## src/rtl/tko_pkg.sv

```systemverilog
package tko_pkg;

    typedef enum logic [2:0] {
        ST_IDLE,
        ST_REQUEST,
        ST_WAIT_QUIET,
        ST_OWN,
        ST_RELEASE
    } tko_state_e;

    // registered controller state: phase plus the two bus pulls
    typedef struct packed {
        tko_state_e state;
        logic       req_pull;
        logic       gack_pull;
    } tko_regs_t;

    localparam tko_regs_t TKO_RESET = '{state: ST_IDLE, req_pull: 1'b0, gack_pull: 1'b0};

endpackage

```

## src/rtl/tko_sync.sv

```systemverilog
module tko_sync #(
    parameter int                 WIDTH   = 4,
    parameter int                 STAGES  = 2,
    parameter logic [WIDTH-1:0]   RST_VAL = '1
) (
    input  logic             clk,
    input  logic             rst_n,
    input  logic [WIDTH-1:0] async_i,
    output logic [WIDTH-1:0] sync_o
);

    localparam int LAST = STAGES - 1;

    logic [WIDTH-1:0] chain_d [STAGES];
    logic [WIDTH-1:0] chain_q [STAGES];

    always_comb begin
        chain_d[0] = async_i;
        for (int i = 1; i < STAGES; i++) begin
            chain_d[i] = chain_q[i-1];
        end
    end

    always_ff @(posedge clk or negedge rst_n) begin
        if (!rst_n) begin
            for (int i = 0; i < STAGES; i++) chain_q[i] <= RST_VAL;
        end else begin
            for (int i = 0; i < STAGES; i++) chain_q[i] <= chain_d[i];
        end
    end

    assign sync_o = chain_q[LAST];

endmodule

```

## src/rtl/tko_gate.sv

```systemverilog
module tko_gate (
    input  logic grant_seen,
    input  logic strobe_busy,
    input  logic dack_busy,
    input  logic other_own,
    output logic claim_ok,
    output logic grant_lost
);

    logic bus_active;

    always_comb begin
        bus_active = strobe_busy | dack_busy | other_own;
        claim_ok   = grant_seen & ~bus_active;
        grant_lost = ~grant_seen;
    end

endmodule

```

## src/rtl/tko_fsm.sv

```systemverilog
module tko_fsm
    import tko_pkg::*;
(
    input  logic clk,
    input  logic rst_n,
    input  logic xfer_req_i,
    input  logic xfer_done_i,
    input  logic grant_seen,
    input  logic grant_lost,
    input  logic claim_ok,
    output logic req_pull_o,
    output logic gack_pull_o,
    output logic bus_owned_o
);

    tko_regs_t r_d, r_q;

    always_comb begin
        r_d = r_q;
        unique case (r_q.state)
            ST_IDLE: begin
                if (xfer_req_i) r_d.state = ST_REQUEST;
            end
            ST_REQUEST: begin
                if (!xfer_req_i)     r_d.state = ST_IDLE;
                else if (grant_seen) r_d.state = ST_WAIT_QUIET;
            end
            ST_WAIT_QUIET: begin
                if (grant_lost)    r_d.state = ST_REQUEST;
                else if (claim_ok) r_d.state = ST_OWN;
            end
            ST_OWN: begin
                if (xfer_done_i) r_d.state = ST_RELEASE;
            end
            ST_RELEASE: begin
                r_d.state = ST_IDLE;
            end
            default: r_d.state = ST_IDLE;
        endcase
        r_d.req_pull  = (r_d.state == ST_REQUEST) || (r_d.state == ST_WAIT_QUIET);
        r_d.gack_pull = (r_d.state == ST_OWN);
    end

    always_ff @(posedge clk or negedge rst_n) begin
        if (!rst_n) r_q <= TKO_RESET;
        else        r_q <= r_d;
    end

    assign req_pull_o  = r_q.req_pull;
    assign gack_pull_o = r_q.gack_pull;
    assign bus_owned_o = r_q.gack_pull;

endmodule

```

## src/rtl/bus_takeover.sv

```systemverilog
module bus_takeover #(
    parameter int SYNC_STAGES = 2
) (
    input  logic clk,
    input  logic rst_n,
    input  logic xfer_req_i,
    input  logic xfer_done_i,
    input  logic bgrant_n_i,
    input  logic strobe_n_i,
    input  logic dack_n_i,
    input  logic gack_line_n_i,
    output logic req_pull_o,
    output logic gack_pull_o,
    output logic bus_owned_o
);

    localparam int NUM_ASYNC = 4;

    logic [NUM_ASYNC-1:0] raw_n;
    logic [NUM_ASYNC-1:0] synced_n;
    logic grant_seen, strobe_busy, dack_busy, other_own;
    logic claim_ok, grant_lost;

    assign raw_n = {gack_line_n_i, dack_n_i, strobe_n_i, bgrant_n_i};

    tko_sync #(
        .WIDTH   (NUM_ASYNC),
        .STAGES  (SYNC_STAGES),
        .RST_VAL ({NUM_ASYNC{1'b1}})
    ) u_sync (
        .clk     (clk),
        .rst_n   (rst_n),
        .async_i (raw_n),
        .sync_o  (synced_n)
    );

    assign grant_seen  = ~synced_n[0];
    assign strobe_busy = ~synced_n[1];
    assign dack_busy   = ~synced_n[2];
    assign other_own   = ~synced_n[3];

    tko_gate u_gate (
        .grant_seen  (grant_seen),
        .strobe_busy (strobe_busy),
        .dack_busy   (dack_busy),
        .other_own   (other_own),
        .claim_ok    (claim_ok),
        .grant_lost  (grant_lost)
    );

    tko_fsm u_fsm (
        .clk         (clk),
        .rst_n       (rst_n),
        .xfer_req_i  (xfer_req_i),
        .xfer_done_i (xfer_done_i),
        .grant_seen  (grant_seen),
        .grant_lost  (grant_lost),
        .claim_ok    (claim_ok),
        .req_pull_o  (req_pull_o),
        .gack_pull_o (gack_pull_o),
        .bus_owned_o (bus_owned_o)
    );

endmodule

```

## config.mk

```make
export PLATFORM = sky130hd
export DESIGN_NAME = bus_takeover
export DESIGN_NICKNAME = d
export VERILOG_FILES = /design/src/rtl/tko_pkg.sv /design/src/rtl/tko_sync.sv /design/src/rtl/tko_gate.sv /design/src/rtl/tko_fsm.sv /design/src/rtl/bus_takeover.sv
export SDC_FILE = /design/constraint.sdc
export NUM_CORES = 1
export LEC_CHECK = 0
export BUFFER_PORTS_ARGS = -buffer_cell sky130_fd_sc_hd__buf_2
export CAP_MARGIN = 25
export CORE_AREA = 2 2 39 41
export CTS_BUF_LIST = sky130_fd_sc_hd__clkbuf_16
export CTS_CLUSTER_DIAMETER = 40
export CTS_CLUSTER_SIZE = 25
export DETAILED_ROUTE_END_ITERATION = 8
export DIE_AREA = 0 0 41 43
export PLACE_DENSITY = 0.57
export SLEW_MARGIN = 20
export SYNTH_ARGS = -nofsm -noshare
export SYNTH_HDL_FRONTEND = slang
export SYNTH_HIERARCHICAL = 1
export SYNTH_SLANG_ARGS = --single-unit
export TNS_END_PERCENT = 1
```

## constraint.sdc

```tcl
create_clock -name clk -period 1.5 [get_ports clk]
set_input_delay 0.075 -clock clk [delete_from_list [all_inputs] [get_ports clk]]
set_output_delay 0.075 -clock clk [all_outputs]
set_load 0.01 [all_outputs]
```

* Word level (Yosys, flattened, before mapping)
Index checks and enable logic that the tools add are counted.
** Storage, ports and cells
- Register bits :: 13
- Input port bits :: 8
- Output and inout port bits :: 3
- Logic and storage cells :: 28
** Cells by class
- Eq/ne operators :: 6
- Multiplexer cells :: 7
- Bitwise operators :: 8
- Reductions and logical operators :: 2
** Operator list (count)
- 3-bit 2-to-1 mux :: 6
- 3-bit by 2-bit == test with 1-bit output (second input constant) :: 4
- 3-bit one-hot mux with 4 select lines :: 1
- 3-bit by 1-bit == test with 1-bit output (second input constant) :: 2
- 1-bit NOT :: 5
- 3-bit logical NOT :: 1
- 1-bit OR :: 2
- 1-bit bitwise AND :: 1
- 1-bit logical OR :: 1

* Logic depth before layout (Yosys ltp)
- Depth in word-level cells :: 10
- Gate-level depth with buffers :: 5
- Gate-level depth less buffers :: 5

* Cells and area by module
The synthesis kept the hierarchy.
** Modules (own cells, without submodules)
- tko_fsm :: instances 1, cells each 25, area each 255.2 um2, sequential area each 125.1 um2
- tko_sync :: instances 1, cells each 8, area each 210.2 um2, sequential area each 210.2 um2
- tko_gate :: instances 1, cells each 2, area each 18.8 um2, sequential area each 0.0 um2
- bus_takeover :: instances 1, cells each 4, area each 15.0 um2, sequential area each 0.0 um2

* Worst setup path after synthesis
Ideal clock, no wire load.
- Path kind :: register to register
- Start :: register u_sync.chain_q, in the netlist u_sync/sync_o[2]
- End :: register u_fsm.r_q, in the netlist u_fsm/req_pull_o
- Setup time :: 121 ps
- Arrival time :: 1133 ps
- Required time :: 1379 ps
- Path slack :: 246 ps
- Stages on the path, launching flop included :: 6
- Path buffers :: 0
- Period minus slack after synthesis :: 1254 ps
- Path through :: dfstp_2 > inv_1 > nor4b_2 > nand2b_1 > a31oi_1 > nor2_1
** RTL lines
- start: declaration :: RTL line tko_sync.sv:15 : logic [WIDTH-1:0] chain_q [STAGES];
- end signal: assignment :: RTL line tko_fsm.sv:46 : else r_q <= r_d;
- end: declaration :: RTL line tko_fsm.sv:16 : tko_regs_t r_d, r_q;

==> results.yml <==
synth:
  synth_mux_area_share_pct: 0
  netlist_instances: 39
  synthTopCellsByArea: "dfstp_2 42%, dfrtp_1 25%, inv_1 4.5%"
  yosys.cell_types.count: 18
  synth_top_cell_area_share_pct: 42.1
  synthAdderAreaFrac_pct: 0
  yosys.area_share.simple_pct: 19.5
  ys_seq_area_share_pct: 67.2
  synth_compound_area_share_pct: 7.27
  syn_area_per_cell_sq_um: 12.8
  syn-num-nets: 47
  synth_top_family_by_area: "simple AND/OR/NAND/NOR gates"
  ys_seq_elements: 13
  synth_xor_area_share_pct: 0
  yosysWarnings: 6
  synth_top_cell_by_area: "dfstp_2"
  synthesis.area_sq_um: 499
layout:
  layout-drive-gt1-share_pct: 45.6
  n_fill_cell: 121
  multi_input_area_sq_um: 134
  final-seq-area_sq_um: 335
  utilization_pct: 50.0
  fin_nets: 66
  antenna_cells: 0
  syn_to_final_growth_pct: 38.6
  final_cell_mix: "10 x buf_2, 8 x dfstp_2, 6 x inv_1, 5 x dlygate4sd3_1, 5 x dfrtp_1"
  final_design_area_no_fill_sq_um: 692
  instances_no_fill: 73
  final_common_cell: "buf_2"
clock_tree:
  cts.clk_slew.worst_paths_ns: 0.04
  clkSinkCount: 13
  insertion_delay_ns: 0.24
  cts-root-buf: "clkbuf_16"
  cts-buffers-inserted: 3
  clockBufferDepth: 2
  ctsResizeCount: 0
  htreeDepth: 1
  cts_tree: "done"
sta:
  layout_min_cycle_time_ns: 1.33
  hold_viol: 0
  worst_slack_ns: 0.168
  fin_tns_setup_ns: 0
  finalSetupViolCount: 0
  max_freq_mhz: 751
  slew_violations: 0
  fin_crit_sh_pct: 88.8
  slew_headroom_pct: 78.4
  worst_slew_pin_slew_ns: 0.323
  skew_ns: 0.00114
  hold_ws_ns: 0.156
  rsz0062_at_grt: "no"
placement:
  hpwl_um: 474
  dp_slack_ns: 0.171
  gp_congestion: 0.685
  dpl-instance-area_sq_um: 562
  io_buffers: 10
  dp.cells: 64
min_path:
  hold_end: "u_fsm/r_q[4]$_DFF_PN0_"
  whs_path_depth: 3
  min_path_type: "input port to flop"
  min_from: "xfer_done_i"
die:
  die_h_um: 43
  dieWidth_um: 41
  start_util_pct: 36.1
  core_sq_um: 1380
  die_area_sq_um: 1760
  num_rows: 14
  ioPinCount: 11
critical_path:
  path_class: "flop to flop"
  worstRegToRegCells: 5
  regToRegSetupSlack_ns: 0.17
  start_kind: "flop"
  r2r-start: "u_sync/sync_o[2]$_DFF_PN1_"
  crit_path_end_kind: "flop"
  crit_arrival_ns: 1.45
  r2r_end: "u_fsm/req_pull_o$_DFF_PN0_"
  worstPathMaxFanout: 3
  required_ns: 1.62
drt:
  via_per_inst: 4.32
  num_vias: 315
  totalWireLength_um: 711
  antenna_left: 0
  drc: 0
  drt_iter0_drc: 1
  wl_per_cell_um: 9.74
  drtPass1Iterations: 2
power:
  power.density_nw_per_um2: 1500
  peakVddDrop_mv: 1.55
  p_total_mw: 1.04
  p_leak_nw: 0.334
global_route:
  grt_pass1_vias: 296
  grt_pass1_wl_um: 1140
  antenna_found_initial: 0
  grt_max_degree: 14
  grt.overflow.total: 0
  grt_use_total_pct: 10.5
outcome:
  status: "finished clean"
job:
  maxCapViolCount: 0
==> area by class of cell <==
| cell class | instances | area share (%) |
|---|---|---|
| well taps | 16 | 2.89 |
| clock inverters | 1 | 0.723 |
| inverters | 6 | 3.25 |
| flip-flops and latches | 13 | 48.5 |
| multi-input cells | 19 | 19.3 |
| repair buffers | 15 | 14.5 |
| clock buffers | 3 | 10.8 |
==> logic make-up (layout without fill, tap and decap cells) <==
kind of cell,count (synthesis),in the layout
and+or+nand+nor,13,13
buffers and inverters,7,25
DFF,13,13
AOI/OAI and AO/OA,6,6
==> worst max-delay path, cell delays in order (launching register included) <==
cell,delay [ns]
dfstp_2,0.51
inv_1,0.04
nor4b_2,0.36
nand2b_1,0.10
a31oi_1,0.17
nor2_1,0.05
==> registers in the layout, summed over array words and instances (netlist names) <==
register and count:
u_fsm/bus_owned_o 1, u_fsm/r_q 3, u_fsm/req_pull_o 1, u_sync/chain_d 4, u_sync/sync_o 4
==> synthesized netlist by cell type (all sizes together) <==
library cell  count
nor2              2
nor4b             1
o21ai             1
nand2             4
nor2b             1
nand2b            3
nor4              1
o21bai            1
buf               1
nor3b             1
inv               6
a31oi             1
a21boi            1
dfstp             8
a21oi             2
dfrtp             5
==> where the power goes <==
part / internal, mW / leakage (nW) / total [mW] / switching, mW
Sequential: 0.396 / 0.150 / 0.420 / 0.0245
Combinational: 0.0642 / 0.144 / 0.127 / 0.0627
Clock: 0.354 / 0.0409 / 0.491 / 0.138
Total: 0.813 / 0.334 / 1.04 / 0.225
==> layer usage <==
layer	up-vias	wire length (um)	track usage [%]
li1	159	-	-
met1	144	306	10.3
met2	10	349	16.3
met3	2	36	6.28
met4	0	19	6.00
met5	-	0	0
==> how the worst max path moves through the flow <==
stage	startpoint	end	slack [ns]	depth (start not counted)
global route	u_sync/sync_o[1]$_DFF_PN1_	u_fsm/req_pull_o$_DFF_PN0_	0.11	5
finish	u_sync/sync_o[2]$_DFF_PN1_	u_fsm/req_pull_o$_DFF_PN0_	0.17	5
detailed placement	u_sync/sync_o[2]$_DFF_PN1_	u_fsm/req_pull_o$_DFF_PN0_	0.17	5
global placement	u_sync/sync_o[2]$_DFF_PN1_	u_fsm/req_pull_o$_DFF_PN0_	0.18	5
floorplan	u_sync/sync_o[2]$_DFF_PN1_	u_fsm/req_pull_o$_DFF_PN0_	0.25	5
CTS	u_sync/sync_o[2]$_DFF_PN1_	u_fsm/req_pull_o$_DFF_PN0_	0.16	5
==> timing repair <==
action | 4_1_cts | 5_1_grt
setup buffers | 0 | 0
hold buffers | 5 | 0
endpoints found under the hold margin | 17 | 0
No activity file was read; power rests on OpenSTA's default activity.
